--- src/rtl/nv_seq_detect.sv ---
module nv_seq_detect #(
  parameter int ADDR_W = 13,
  parameter logic [ADDR_W-1:0] SEQ_A0 = 13'h0000,
  parameter logic [ADDR_W-1:0] SEQ_A1 = 13'h1555,
  parameter logic [ADDR_W-1:0] SEQ_A2 = 13'h0AAA,
  parameter logic [ADDR_W-1:0] SEQ_A3 = 13'h1FFF,
  parameter logic [ADDR_W-1:0] SEQ_A4 = 13'h10F0,
  parameter logic [ADDR_W-1:0] STORE_ADDR  = 13'h0F0F,
  parameter logic [ADDR_W-1:0] RECALL_ADDR = 13'h0F0E
) (
  input  logic              clk,
  input  logic              rst,
  input  logic              acc_valid,
  input  logic [ADDR_W-1:0] acc_addr,
  input  logic              acc_ce_n,
  input  logic              acc_we_n,
  output logic              store_req,
  output logic              recall_req
);
  localparam int STEPS  = 6;
  localparam int STEP_W = $clog2(STEPS);
  localparam logic [STEP_W-1:0] LAST = STEP_W'(STEPS - 1);

  logic [STEP_W-1:0] step;
  logic [ADDR_W-1:0] want;

  always_comb begin
    case (step)
      STEP_W'(1): want = SEQ_A1;
      STEP_W'(2): want = SEQ_A2;
      STEP_W'(3): want = SEQ_A3;
      STEP_W'(4): want = SEQ_A4;
      default:    want = SEQ_A0;
    endcase
  end

  wire live       = acc_valid & ~acc_ce_n;
  wire rd         = live & acc_we_n;
  wire at_last    = (step == LAST);
  wire hit_mid    = rd & ~at_last & (acc_addr == want);
  wire hit_store  = rd & at_last & (acc_addr == STORE_ADDR);
  wire hit_recall = rd & at_last & (acc_addr == RECALL_ADDR);
  wire restart    = rd & (acc_addr == SEQ_A0);

  always_ff @(posedge clk) begin
    if (rst) begin
      step       <= '0;
      store_req  <= 1'b0;
      recall_req <= 1'b0;
    end else begin
      store_req  <= hit_store;
      recall_req <= hit_recall;
      if (live) begin
        if (hit_mid)      step <= step + STEP_W'(1);
        else if (restart) step <= STEP_W'(1);
        else              step <= '0;
      end
    end
  end
endmodule


--- config.mk ---
export PLATFORM = sky130hd
export DESIGN_NAME = nv_seq_detect
export DESIGN_NICKNAME = d
export VERILOG_FILES = /design/src/rtl/nv_seq_detect.sv
export SDC_FILE = /design/constraint.sdc
export NUM_CORES = 1
export LEC_CHECK = 0
export ABC_AREA = 1
export ABC_CLOCK_PERIOD_IN_PS = 1700
export BUFFER_PORTS_ARGS = -buffer_cell sky130_fd_sc_hd__buf_2
export CORE_AREA = 3 3 40 42
export DETAILED_ROUTE_END_ITERATION = 8
export DIE_AREA = 0 0 43 45
export PLACE_DENSITY = 0.71
export SYNTH_ARGS = -nofsm -noshare
export SYNTH_HDL_FRONTEND = slang
export SYNTH_SLANG_ARGS = --single-unit
--- constraint.sdc ---
create_clock -name clk -period 1.7 [get_ports clk]
set_input_delay 0.085 -clock clk [delete_from_list [all_inputs] [get_ports clk]]
set_output_delay 0.085 -clock clk [all_outputs]
set_load 0.02 [all_outputs]
==> impl_metrics.env, run 1 <==
export IMPL_drt_pass1_iterations=4
export IMPL_dp_hpwl_um=1180
export IMPL_power_share_sequential_pct=35.2
export IMPL_ys_seq_area_share_pct=17.39
export IMPL_clock_sinks=5
export IMPL_multiInputGateArea_um2=406.6
export IMPL_met2_usage_pct=29.34
export IMPL_core_mm2=0.001285
export IMPL_start_kind="flip-flop"
export IMPL_crit_required_ns=1.84
export IMPL_avgSynthCellArea_um2=5.643
export IMPL_seq_area_um2=102.6
export IMPL_cts_max_path_buffers=2
export IMPL_place_congestion=0.7896
export IMPL_max_vdd_ir_drop_mv=0.2920
export IMPL_busiest_layer="met2"
export IMPL_setup_worst_path_end="step[0]$_SDFFE_PP0P_"
export IMPL_p_clk_share_pct=36.9
export IMPL_grt_pass1_vias=642
export IMPL_syn_cell_area_um2=575.6
export IMPL_htreeDepth=1
export IMPL_synth_seq_cells=5
export IMPL_grt_pass1_wl_um=2401
export IMPL_hold_viol_final=0
export IMPL_ant_nets=0
export IMPL_synth_cells=102
export IMPL_finalCriticalPeriod_ns=1.527
export IMPL_synth_cell_types=18
export IMPL_max_slew_worst_pin_slew_ns=0.2618
export IMPL_outcome="completed"
export IMPL_fin_nets=149
export IMPL_num_vias=686
export IMPL_layout_drive_gt1_share_pct=28.80
export IMPL_period_share_pct=89.81
export IMPL_wire_per_inst_um=9.707
export IMPL_drc=0
export IMPL_drv_cap=0
export IMPL_path_clk_slew_ns=0.04
export IMPL_powerDensity_mw_per_mm2=502.6
export IMPL_grt_max_degree=8
export IMPL_dr_first_iter_drc_count=7
export IMPL_hp_class="input pin to flip-flop"
export IMPL_viasPerCell=4.900
export IMPL_start_util_pct=44.79
export IMPL_internal_power_uw=251.9
export IMPL_io_pins=20
export IMPL_antenna_cells=0
export IMPL_switching_share_pct=30.44
export IMPL_finish_utilization_pct=56.09
export IMPL_pwr_share_comb_pct=27.9
export IMPL_fillers=149
export IMPL_yosysWarnings=0
export IMPL_dieArea_mm2=0.001935
export IMPL_met1_usage_pct=19.18
export IMPL_wirelength_um=1359
export IMPL_worstReg2RegStart="step[0]$_SDFFE_PP0P_"
export IMPL_postCtsHoldBufs=0
export IMPL_path_class="flip-flop to flip-flop"
export IMPL_fp_dieW_um=43
export IMPL_crit_fanout=5
export IMPL_root_buffer="clkbuf_4"
export IMPL_gr_total_overflow=0
export IMPL_grt_use_total_pct=16.04
export IMPL_setup_worst_path_start="step[0]$_SDFFE_PP0P_"
export IMPL_antenna_found_initial=0
export IMPL_die_y_um=45
export IMPL_postCtsResizedCells=0
export IMPL_arrival_ns=1.66
export IMPL_finClkSkew_ns=0.001957
export IMPL_grtUsageMet3_pct=2.390
export IMPL_fmax_mhz=655.0
export IMPL_leakage_uw=0.0004041
export IMPL_post_cts_buffers=0
export IMPL_r2r_setup_slack_ns=0.17
export IMPL_port_buffers=19
export IMPL_r2r_cells=12
export IMPL_clk_latency_ns=0.24
export IMPL_cts_tree="done"
export IMPL_finalPower_uw=362.2
export IMPL_r2r_end="step[0]$_SDFFE_PP0P_"
export IMPL_slew_viol_final=0
export IMPL_rows=13
export IMPL_cts_buffers_inserted=3
export IMPL_syn2layout_area_growth_pct=25.22
export IMPL_relSlewSlack_pct=82.36
export IMPL_setup_viol=0
export IMPL_power_switching_uw=110.3
export IMPL_synth_fp_nets=125
export IMPL_crit_path_end_kind="flip-flop"
## power groups by stage
stage               Combinational, uW  Clock, uW  Sequential [uW]
finish                            101        134              127
global route                      119        149              128
CTS                               101        140              127
detailed placement                101          0              129
global placement                 98.4          0              128
floorplan                        63.6          0              128
## cells in the mapped netlist
cell      number  area share, %
nand2_1       26             17
inv_1         17             11
nand3_1       12             10
nor2_1        11            7.2
nand2_2        7            7.6
dfxtp_1        5             17
ha_1           5             11
a21oi_1        4            3.5
inv_2          2            1.3
nand4_1        2            2.2
nor2_2         2            2.2
nor3_1         2            1.7
nor4_1         2            2.2
o21a_1         1            1.3
o21ai_0        1           0.87
o21ai_1        1           0.87
o21bai_1       1            1.3
or3_1          1            1.1
## layout by cell type, fill, tap and decap left out, types with 2 or more instances in the layout
cell type  count
nor4_1         2
inv_2          2
inv_1         17
nor2_1        10
a21oi_1        4
ha_1           5
clkbuf_4       3
nand3_1       12
dfxtp_2        2
dfxtp_1        3
nand2_1       26
buf_2         19
nand4_1        2
nand2_2        7
nor3_1         2
nor2_2         3
## layout make-up
type | instances | area share [%]
flip-flops and latches | 5 | 14.24
repair buffers | 19 | 13.19
well taps | 15 | 2.604
multi-input cells | 78 | 56.42
clock buffers | 4 | 3.646
inverters | 19 | 9.896
## layer usage
layer | up-vias | part of all wire (%)
met3 | 2 | 4.0
li1 | 371 | -
met5 | - | 0
met1 | 299 | 45
met2 | 14 | 50
met4 | 0 | 0.59
## critical path: stages, from the launching register on
cell	delay, ns
dfxtp_2	0.35
inv_2	0.07
ha_1	0.23
o21ai_1	0.17
nand2_2	0.08
nand2_2	0.07
nand2_1	0.06
nand2_2	0.08
nand3_1	0.10
nand2_1	0.07
nand3_1	0.06
nand2_1	0.06
inv_1	0.03
## how the worst min path moves through the flow
stage,startpoint,end,slack (ns),depth (start not counted)
after global routing,acc_addr[0],recall_req$_SDFF_PP0_,0.04,2
after floorplan,acc_addr[0],recall_req$_SDFF_PP0_,0.16,1
after CTS,acc_addr[0],recall_req$_SDFF_PP0_,0.04,2
after global placement,acc_addr[0],recall_req$_SDFF_PP0_,0.28,2
after detailed placement,acc_addr[0],recall_req$_SDFF_PP0_,0.29,2
final,acc_addr[0],recall_req$_SDFF_PP0_,0.04,2
## flip-flops by register name (all words and copies together), names as in the netlist
name / cells
recall_req: 1
store_req: 1
step: 3
## logic make-up (layout without fill, tap and decap cells)
| kind of cell | Yosys count | after routing | share of synthesized area (%) |
|---|---|---|---|
| compound gates | 8 | 8 | 7.826 |
| simple gates | 65 | 65 | 51.52 |
| fa+ha+maj | 5 | 5 | 10.87 |
| buf+inv | 19 | 42 | 12.39 |
| flops | 5 | 5 | 17.39 |
## per-stage QoR
| stage | worst slack (ns) | std cells | hold slack, ns | instance area, um2 | TNS [ns] |
|---|---|---|---|---|---|
| 2_1_floorplan | 0.2867 | 102 | 0.1620 | 575.6 | 0 |
| 5_1_grt | -0.02095 | 140 | 0.04306 | 720.7 | -0.03960 |
| 4_1_cts | 0.1280 | 140 | 0.03586 | 715.7 | 0 |
| 6_report | 0.1733 | 140 | 0.04492 | 720.7 | 0 |
| 3_3_place_gp | 0.1621 | 136 | 0.2840 | 689.4 | 0 |
| 3_5_place_dp | 0.1363 | 136 | 0.2851 | 689.4 | 0 |
Power figures use the tool's default switching activity.
==> inputs of run 2 (changes only) <==
--- a/config.mk
+++ b/config.mk
@@ -7,11 +7,13 @@
 export LEC_CHECK = 0
 export ABC_AREA = 1
 export ABC_CLOCK_PERIOD_IN_PS = 1700
-export BUFFER_PORTS_ARGS = -buffer_cell sky130_fd_sc_hd__buf_2
+export BUFFER_PORTS_ARGS = -buffer_cell sky130_fd_sc_hd__clkbuf_2
 export CORE_AREA = 3 3 40 42
 export DETAILED_ROUTE_END_ITERATION = 8
 export DIE_AREA = 0 0 43 45
+export MAX_ROUTING_LAYER = met4
 export PLACE_DENSITY = 0.71
+export RECOVER_POWER = 25
 export SYNTH_ARGS = -nofsm -noshare
 export SYNTH_HDL_FRONTEND = slang
 export SYNTH_SLANG_ARGS = --single-unit
==> impl_metrics.env, run 2 (synthesized netlist as in run 1, its figures left out) <==
export IMPL_outcome="completed"
export IMPL_r2r_setup_slack_ns=0.19
export IMPL_fin_nets=149
export IMPL_cts_buffers_inserted=3
export IMPL_num_vias=666
export IMPL_power_switching_uw=107.8
export IMPL_crit_required_ns=1.83
export IMPL_cts_tree="done"
export IMPL_viasPerCell=4.757
export IMPL_antenna_found_initial=0
export IMPL_start_util_pct=44.79
export IMPL_slew_viol_final=0
export IMPL_grt_max_degree=8
export IMPL_final_common_cell="nand2_1"
export IMPL_gr_total_overflow=0
export IMPL_worst_path_max_delay_cell="dfxtp_2"
export IMPL_rsz0062_at_grt="false"
export IMPL_powerDensity_mw_per_mm2=500.0
export IMPL_dr_first_iter_drc_count=16
export IMPL_clk_latency_ns=0.23
export IMPL_io_pins=20
export IMPL_fin_setup_tns_ns=0
export IMPL_relSlewSlack_pct=82.89
export IMPL_start_kind="flip-flop"
export IMPL_regMostFlops="step"
export IMPL_wirelength_um=1283
export IMPL_rows=13
export IMPL_leakage_uw=0.0004025
export IMPL_internal_power_uw=251.9
export IMPL_crit_path_end_kind="flip-flop"
export IMPL_setup_viol=0
export IMPL_largest_register_ffs=3
export IMPL_antenna_cells=0
export IMPL_hp_class="input pin to flip-flop"
export IMPL_crit_chain="inv_2, ha_1, o21ai_1, nand2_2, nand2_2, nand2_1, nand2_2, nand3_1, nand2_1, nand3_1, nand2_1, inv_1"
export IMPL_max_slew_worst_pin_slew_ns=0.2544
export IMPL_power_share_sequential_pct=35.4
export IMPL_fp_dieW_um=43
export IMPL_pwr_share_comb_pct=27.8
export IMPL_syn2layout_area_growth_pct=25.00
export IMPL_layout_drive_gt1_share_pct=28.00
export IMPL_place_congestion=0.8074
export IMPL_drt_pass1_iterations=4
export IMPL_clock_sinks=5
export IMPL_final_cell_mix="26 x nand2_1, 18 x clkbuf_2, 17 x inv_1, 12 x nand3_1, 10 x nor2_1"
export IMPL_core_mm2=0.001285
export IMPL_crit_fanout=5
export IMPL_cts_max_path_buffers=2
export IMPL_max_vdd_ir_drop_mv=0.4921
export IMPL_drc=0
export IMPL_dp_hpwl_um=1182
export IMPL_post_cts_buffers=0
export IMPL_finClkSkew_ns=0.001028
export IMPL_ant_nets=0
export IMPL_switching_share_pct=29.97
export IMPL_max_stage_delay_ns=0.35
export IMPL_drv_cap=0
export IMPL_arrival_ns=1.65
export IMPL_wire_per_inst_um=9.164
export IMPL_path_clk_slew_ns=0.04
export IMPL_finalCriticalPeriod_ns=1.515
export IMPL_path_class="flip-flop to flip-flop"
export IMPL_die_y_um=45
export IMPL_dp_cells=136
export IMPL_root_buffer="clkbuf_4"
export IMPL_dieArea_mm2=0.001935
export IMPL_port_buffers=19
export IMPL_fin_cells=140
export IMPL_grt_pass1_wl_um=2325
export IMPL_fmax_mhz=660.1
export IMPL_reg_top3="step: 3 flops, recall_req: 1 flops, store_req: 1 flops"
export IMPL_period_share_pct=89.12
export IMPL_htreeDepth=1
export IMPL_grt_pass1_vias=612
export IMPL_hold_viol_final=0
export IMPL_p_clk_share_pct=36.9
export IMPL_grt_use_total_pct=15.60
==> run 2: cell types whose count changed in the layout (fill, tap and decap cells not counted) <==
cell,previous run,this run
buf_2,19,0
clkbuf_1,1,2
clkbuf_2,0,18
==> run 2: final cells by class <==
type                    count  area, um2
fillers                   147      565.5
repair buffers             19      93.84
well taps                  15      18.77
clock buffers               4      26.28
multi-input cells          78      406.6
flip-flops and latches      5      102.6
inverters                  19      71.32
==> run 2: path summary, 6_finish.rpt <==
path | from | endpoint | cells after the start
max reg2reg | step[0]$_SDFFE_PP0P_ | step[0]$_SDFFE_PP0P_ | 12
min reg2reg | step[1]$_SDFFE_PP0P_ | step[1]$_SDFFE_PP0P_ | 2
min | acc_addr[0] | recall_req$_SDFF_PP0_ | 2
max | step[0]$_SDFFE_PP0P_ | step[0]$_SDFFE_PP0P_ | 12
==> run 2: routing by layer <==
metal / vias to the layer above / track usage (%) / wire [um]
met3: 0 / 1.195 / 46
met5: - / - / 0
met2: 12 / 26.65 / 602
met4: 0 / 3.614 / 0
li1: 369 / - / -
met1: 285 / 20.19 / 634
==> run 2: worst max-delay path, delay by kind of cell, from the launching register on <==
kind | cells | cell delay (ns)
AO/OA/AOI/OAI | 1 | 0.16
adder cells (fa/ha/maj) | 1 | 0.22
AND/OR/NAND/NOR | 8 | 0.59
buffers and inverters | 2 | 0.09
flip-flops | 1 | 0.35
==> run 2: power groups by stage <==
stage / clock network, uW / logic (uW) / registers (uW)
5_1_grt: 143 / 118 / 128
3_5_place_dp: 0 / 100 / 129
3_3_place_gp: 0 / 98.4 / 128
2_1_floorplan: 0 / 63.6 / 128
6_report: 133 / 100 / 127
4_1_cts: 141 / 100 / 126
==> run 2: through the flow <==
step	cell area [um2]	total power, uW	hold slack [ns]	setup slack, ns	utilization [%]
2_1_floorplan	575.6	191.2	0.1620	0.2867	-
3_3_place_gp	689.4	226.8	0.2878	0.1641	53.65
3_5_place_dp	689.4	228.6	0.2853	0.1468	53.65
4_1_cts	715.7	367.4	0.03640	0.1414	55.70
5_1_grt	719.4	389.8	0.05487	0.01196	55.99
6_report	719.4	359.7	0.04486	0.1850	55.99
==> run 2: what timing repair did <==
action / 4_1_cts / 5_1_grt
hold buffers: 0 / 0
setup endpoints to repair: 0 / 3
resized for setup: 0 / 3
==> inputs of run 3 (changes only) <==
--- a/config.mk
+++ b/config.mk
@@ -5,14 +5,12 @@
 export SDC_FILE = /design/constraint.sdc
 export NUM_CORES = 1
 export LEC_CHECK = 0
-export ABC_AREA = 1
 export ABC_CLOCK_PERIOD_IN_PS = 1700
 export BUFFER_PORTS_ARGS = -buffer_cell sky130_fd_sc_hd__clkbuf_2
 export CORE_AREA = 3 3 40 42
 export DETAILED_ROUTE_END_ITERATION = 8
 export DIE_AREA = 0 0 43 45
 export MAX_ROUTING_LAYER = met4
-export PLACE_DENSITY = 0.71
 export RECOVER_POWER = 25
 export SYNTH_ARGS = -nofsm -noshare
 export SYNTH_HDL_FRONTEND = slang
==> impl_metrics.env, run 3 <==
export IMPL_synth_cells=60
export IMPL_finClkSkew_ns=0.007160
export IMPL_cts_max_path_buffers=2
export IMPL_drv_cap=0
export IMPL_arrival_ns=1.82
export IMPL_holdWs_ns=0.05233
export IMPL_leakage_uw=0.0002964
export IMPL_max_stage_delay_ns=0.39
export IMPL_layout_drive_gt1_share_pct=55.43
export IMPL_grt_pass1_vias=562
export IMPL_min_path_cells=2
export IMPL_grt_max_degree=8
export IMPL_wirelength_um=1551
export IMPL_slew_viol_final=0
export IMPL_synth_top_cell_area_share_pct=21.33
export IMPL_synthFlopType="dfxtp_1"
export IMPL_finalCriticalPeriod_ns=1.704
export IMPL_viasPerCell=5.336
export IMPL_clk_latency_ns=0.24
export IMPL_max_vdd_ir_drop_mv=0.4672
export IMPL_wire_per_inst_um=14.50
export IMPL_avgSynthCellArea_um2=7.820
export IMPL_fin_nets=116
export IMPL_pre_cts_slack_ns=-0.1534
export IMPL_crit_required_ns=1.82
export IMPL_cp_top_family="compound AO/OA/AOI/OAI gates"
export IMPL_relSlewSlack_pct=73.84
export IMPL_hold_viol_final=0
export IMPL_hold_start="acc_addr[0]"
export IMPL_worstReg2RegStart="step[0]$_SDFFE_PP0P_"
export IMPL_violations="negative setup slack"
export IMPL_gr_total_overflow=0
export IMPL_synth_area_leader_cell="dfxtp_1"
export IMPL_rsz0062_at_grt="true"
export IMPL_fp_dieW_um=43
export IMPL_hp_class="input pin to flip-flop"
export IMPL_synth_seq_cells=5
export IMPL_async_reset_ff_share_pct=0
export IMPL_die_y_um=45
export IMPL_final_cell_mix="18 x clkbuf_2, 9 x buf_4, 6 x nand2_1, 5 x ha_4, 4 x nand4_1"
export IMPL_yosys_top_cells_area="dfxtp_1 21%, ha_1 13%, nand4_1 5.3%"
export IMPL_whs_endpoint="recall_req$_SDFF_PP0_"
export IMPL_r2r_cells=7
export IMPL_worst_slack_ns=-0.003936
export IMPL_crit_fanout=4
export IMPL_path_buf_inv=1
export IMPL_crit_chain="inv_4, ha_4, nor2b_4, or3_4, a211oi_4, a311o_2, nand3_2"
export IMPL_largest_register_ffs=3
export IMPL_synth_cell_types=26
export IMPL_synth_most_common_cell="nand2_1"
export IMPL_grt_use_total_pct=15.35
export IMPL_reg_top3="step: 3 flops, recall_req: 1 flops, store_req: 1 flops"
export IMPL_fmax_mhz=586.9
export IMPL_path_class="flip-flop to flip-flop"
export IMPL_dr_first_iter_drc_count=27
export IMPL_syn_cell_area_um2=469.2
export IMPL_regMostFlops="step"
export IMPL_cts_buffers_inserted=3
export IMPL_powerDensity_mw_per_mm2=370.1
export IMPL_dp_hpwl_um=1052
export IMPL_ys_seq_area_share_pct=21.33
export IMPL_start_kind="flip-flop"
export IMPL_drt_pass1_iterations=4
export IMPL_place_congestion=0.8834
export IMPL_grt_pass1_wl_um=2221
export IMPL_core_mm2=0.001285
export IMPL_htreeDepth=1
export IMPL_synth_edf_count=0
export IMPL_r2r_setup_slack_ns=-0.004
export IMPL_io_pins=20
export IMPL_max_slew_worst_pin_slew_ns=0.3888
export IMPL_final_common_cell="clkbuf_2"
export IMPL_worst_path_max_delay_cell="or3_4"
export IMPL_num_vias=571
export IMPL_yosysWarnings=0
export IMPL_path_clk_slew_ns=0.05
export IMPL_ys_top_cells_by_count="6 x nand2_1, 5 x dfxtp_1, 5 x ha_1, 5 x nor3_1"
export IMPL_syn2layout_area_growth_pct=69.60
export IMPL_ant_nets=0
export IMPL_cts_tree="done"
export IMPL_outcome="finished with violations"
export IMPL_antenna_found_initial=0
export IMPL_rows=13
export IMPL_crit_path_end_kind="flip-flop"
export IMPL_dieArea_mm2=0.001935
export IMPL_period_share_pct=100.2
export IMPL_synth_fp_nets=83
export IMPL_fillers=118
export IMPL_start_util_pct=36.51
export IMPL_root_buffer="clkbuf_4"
export IMPL_r2r_end="step[0]$_SDFFE_PP0P_"
export IMPL_drc=0
export IMPL_setup_viol=1
export IMPL_port_buffers=19
export IMPL_clock_sinks=5
export IMPL_antenna_cells=0
run 3: repair_timing:
item                       4_1_cts  5_1_grt
buffers inserted                 2        1
setup endpoints to repair        3        3
hold buffers                     0        0
pin swaps                        9        7
resized for setup               20        9
run 3: worst max-delay path by stage:
| stage | from | to | slack (ns) | cells after the start |
|---|---|---|---|---|
| floorplan | step[0]$_SDFFE_PP0P_ | step[0]$_SDFFE_PP0P_ | 0.0005 | 7 |
| finish | step[0]$_SDFFE_PP0P_ | step[0]$_SDFFE_PP0P_ | -0.004 | 7 |
| global placement | step[0]$_SDFFE_PP0P_ | step[0]$_SDFFE_PP0P_ | -0.11 | 7 |
| detailed placement | step[0]$_SDFFE_PP0P_ | step[0]$_SDFFE_PP0P_ | -0.15 | 7 |
| CTS | step[0]$_SDFFE_PP0P_ | step[1]$_SDFFE_PP0P_ | 0.002 | 8 |
| global route | step[0]$_SDFFE_PP0P_ | step[1]$_SDFFE_PP0P_ | -0.1 | 8 |
run 3: power breakdown:
| part | switching (uW) | internal, uW | total, uW |
|---|---|---|---|
| registers | 0.00187 | 114 | 114 |
| logic | 24.2 | 22.7 | 46.9 |
| clock network | 44.6 | 88.5 | 133 |
| total | 68.8 | 226 | 295 |
run 3: per-stage QoR:
step	setup TNS, ns	total power, uW	instance area, um2	utilization (%)	cells
floorplan	0	132.6	469.2	-	60
finish	-0.003936	294.5	795.8	61.93	107
global placement	-0.2559	161.9	624.3	48.59	100
detailed placement	-0.3451	162.6	624.3	48.59	100
CTS	0	297.5	735.7	57.25	106
global route	-0.2524	311.8	795.8	61.93	107
run 3: per-layer routing:
metal / part of all wire, % / GRT usage [%] / vias to the layer above / wire (um)
li1: - / - / 290 / -
met1: 41 / 17.59 / 251 / 634
met2: 51 / 28.14 / 28 / 786
met3: 7.0 / 3.586 / 2 / 108
met4: 1.4 / 1.807 / 0 / 21
met5: 0 / - / - / 0
run 3: cells by family (layout without fill, tap and decap cells):
group	Yosys count	count (layout)	synth area share, %
flip-flops	5	5	21.33
AND/OR/NAND/NOR	34	34	42.13
multiplexers	1	1	2.133
AO/OA/AOI/OAI	10	10	15.47
buffers and inverters	5	37	5.599
adder cells (fa/ha/maj)	5	5	13.33
run 3: final cells by class:
type | instances | area (um2) | share of cell area (%)
clock buffers | 4 | 26.28 | 3.302
inverters | 4 | 20.02 | 2.516
multi-input cells | 50 | 440.4 | 55.35
flip-flops and latches | 5 | 108.9 | 13.68
well taps | 15 | 18.77 | 2.358
repair buffers | 29 | 181.4 | 22.80
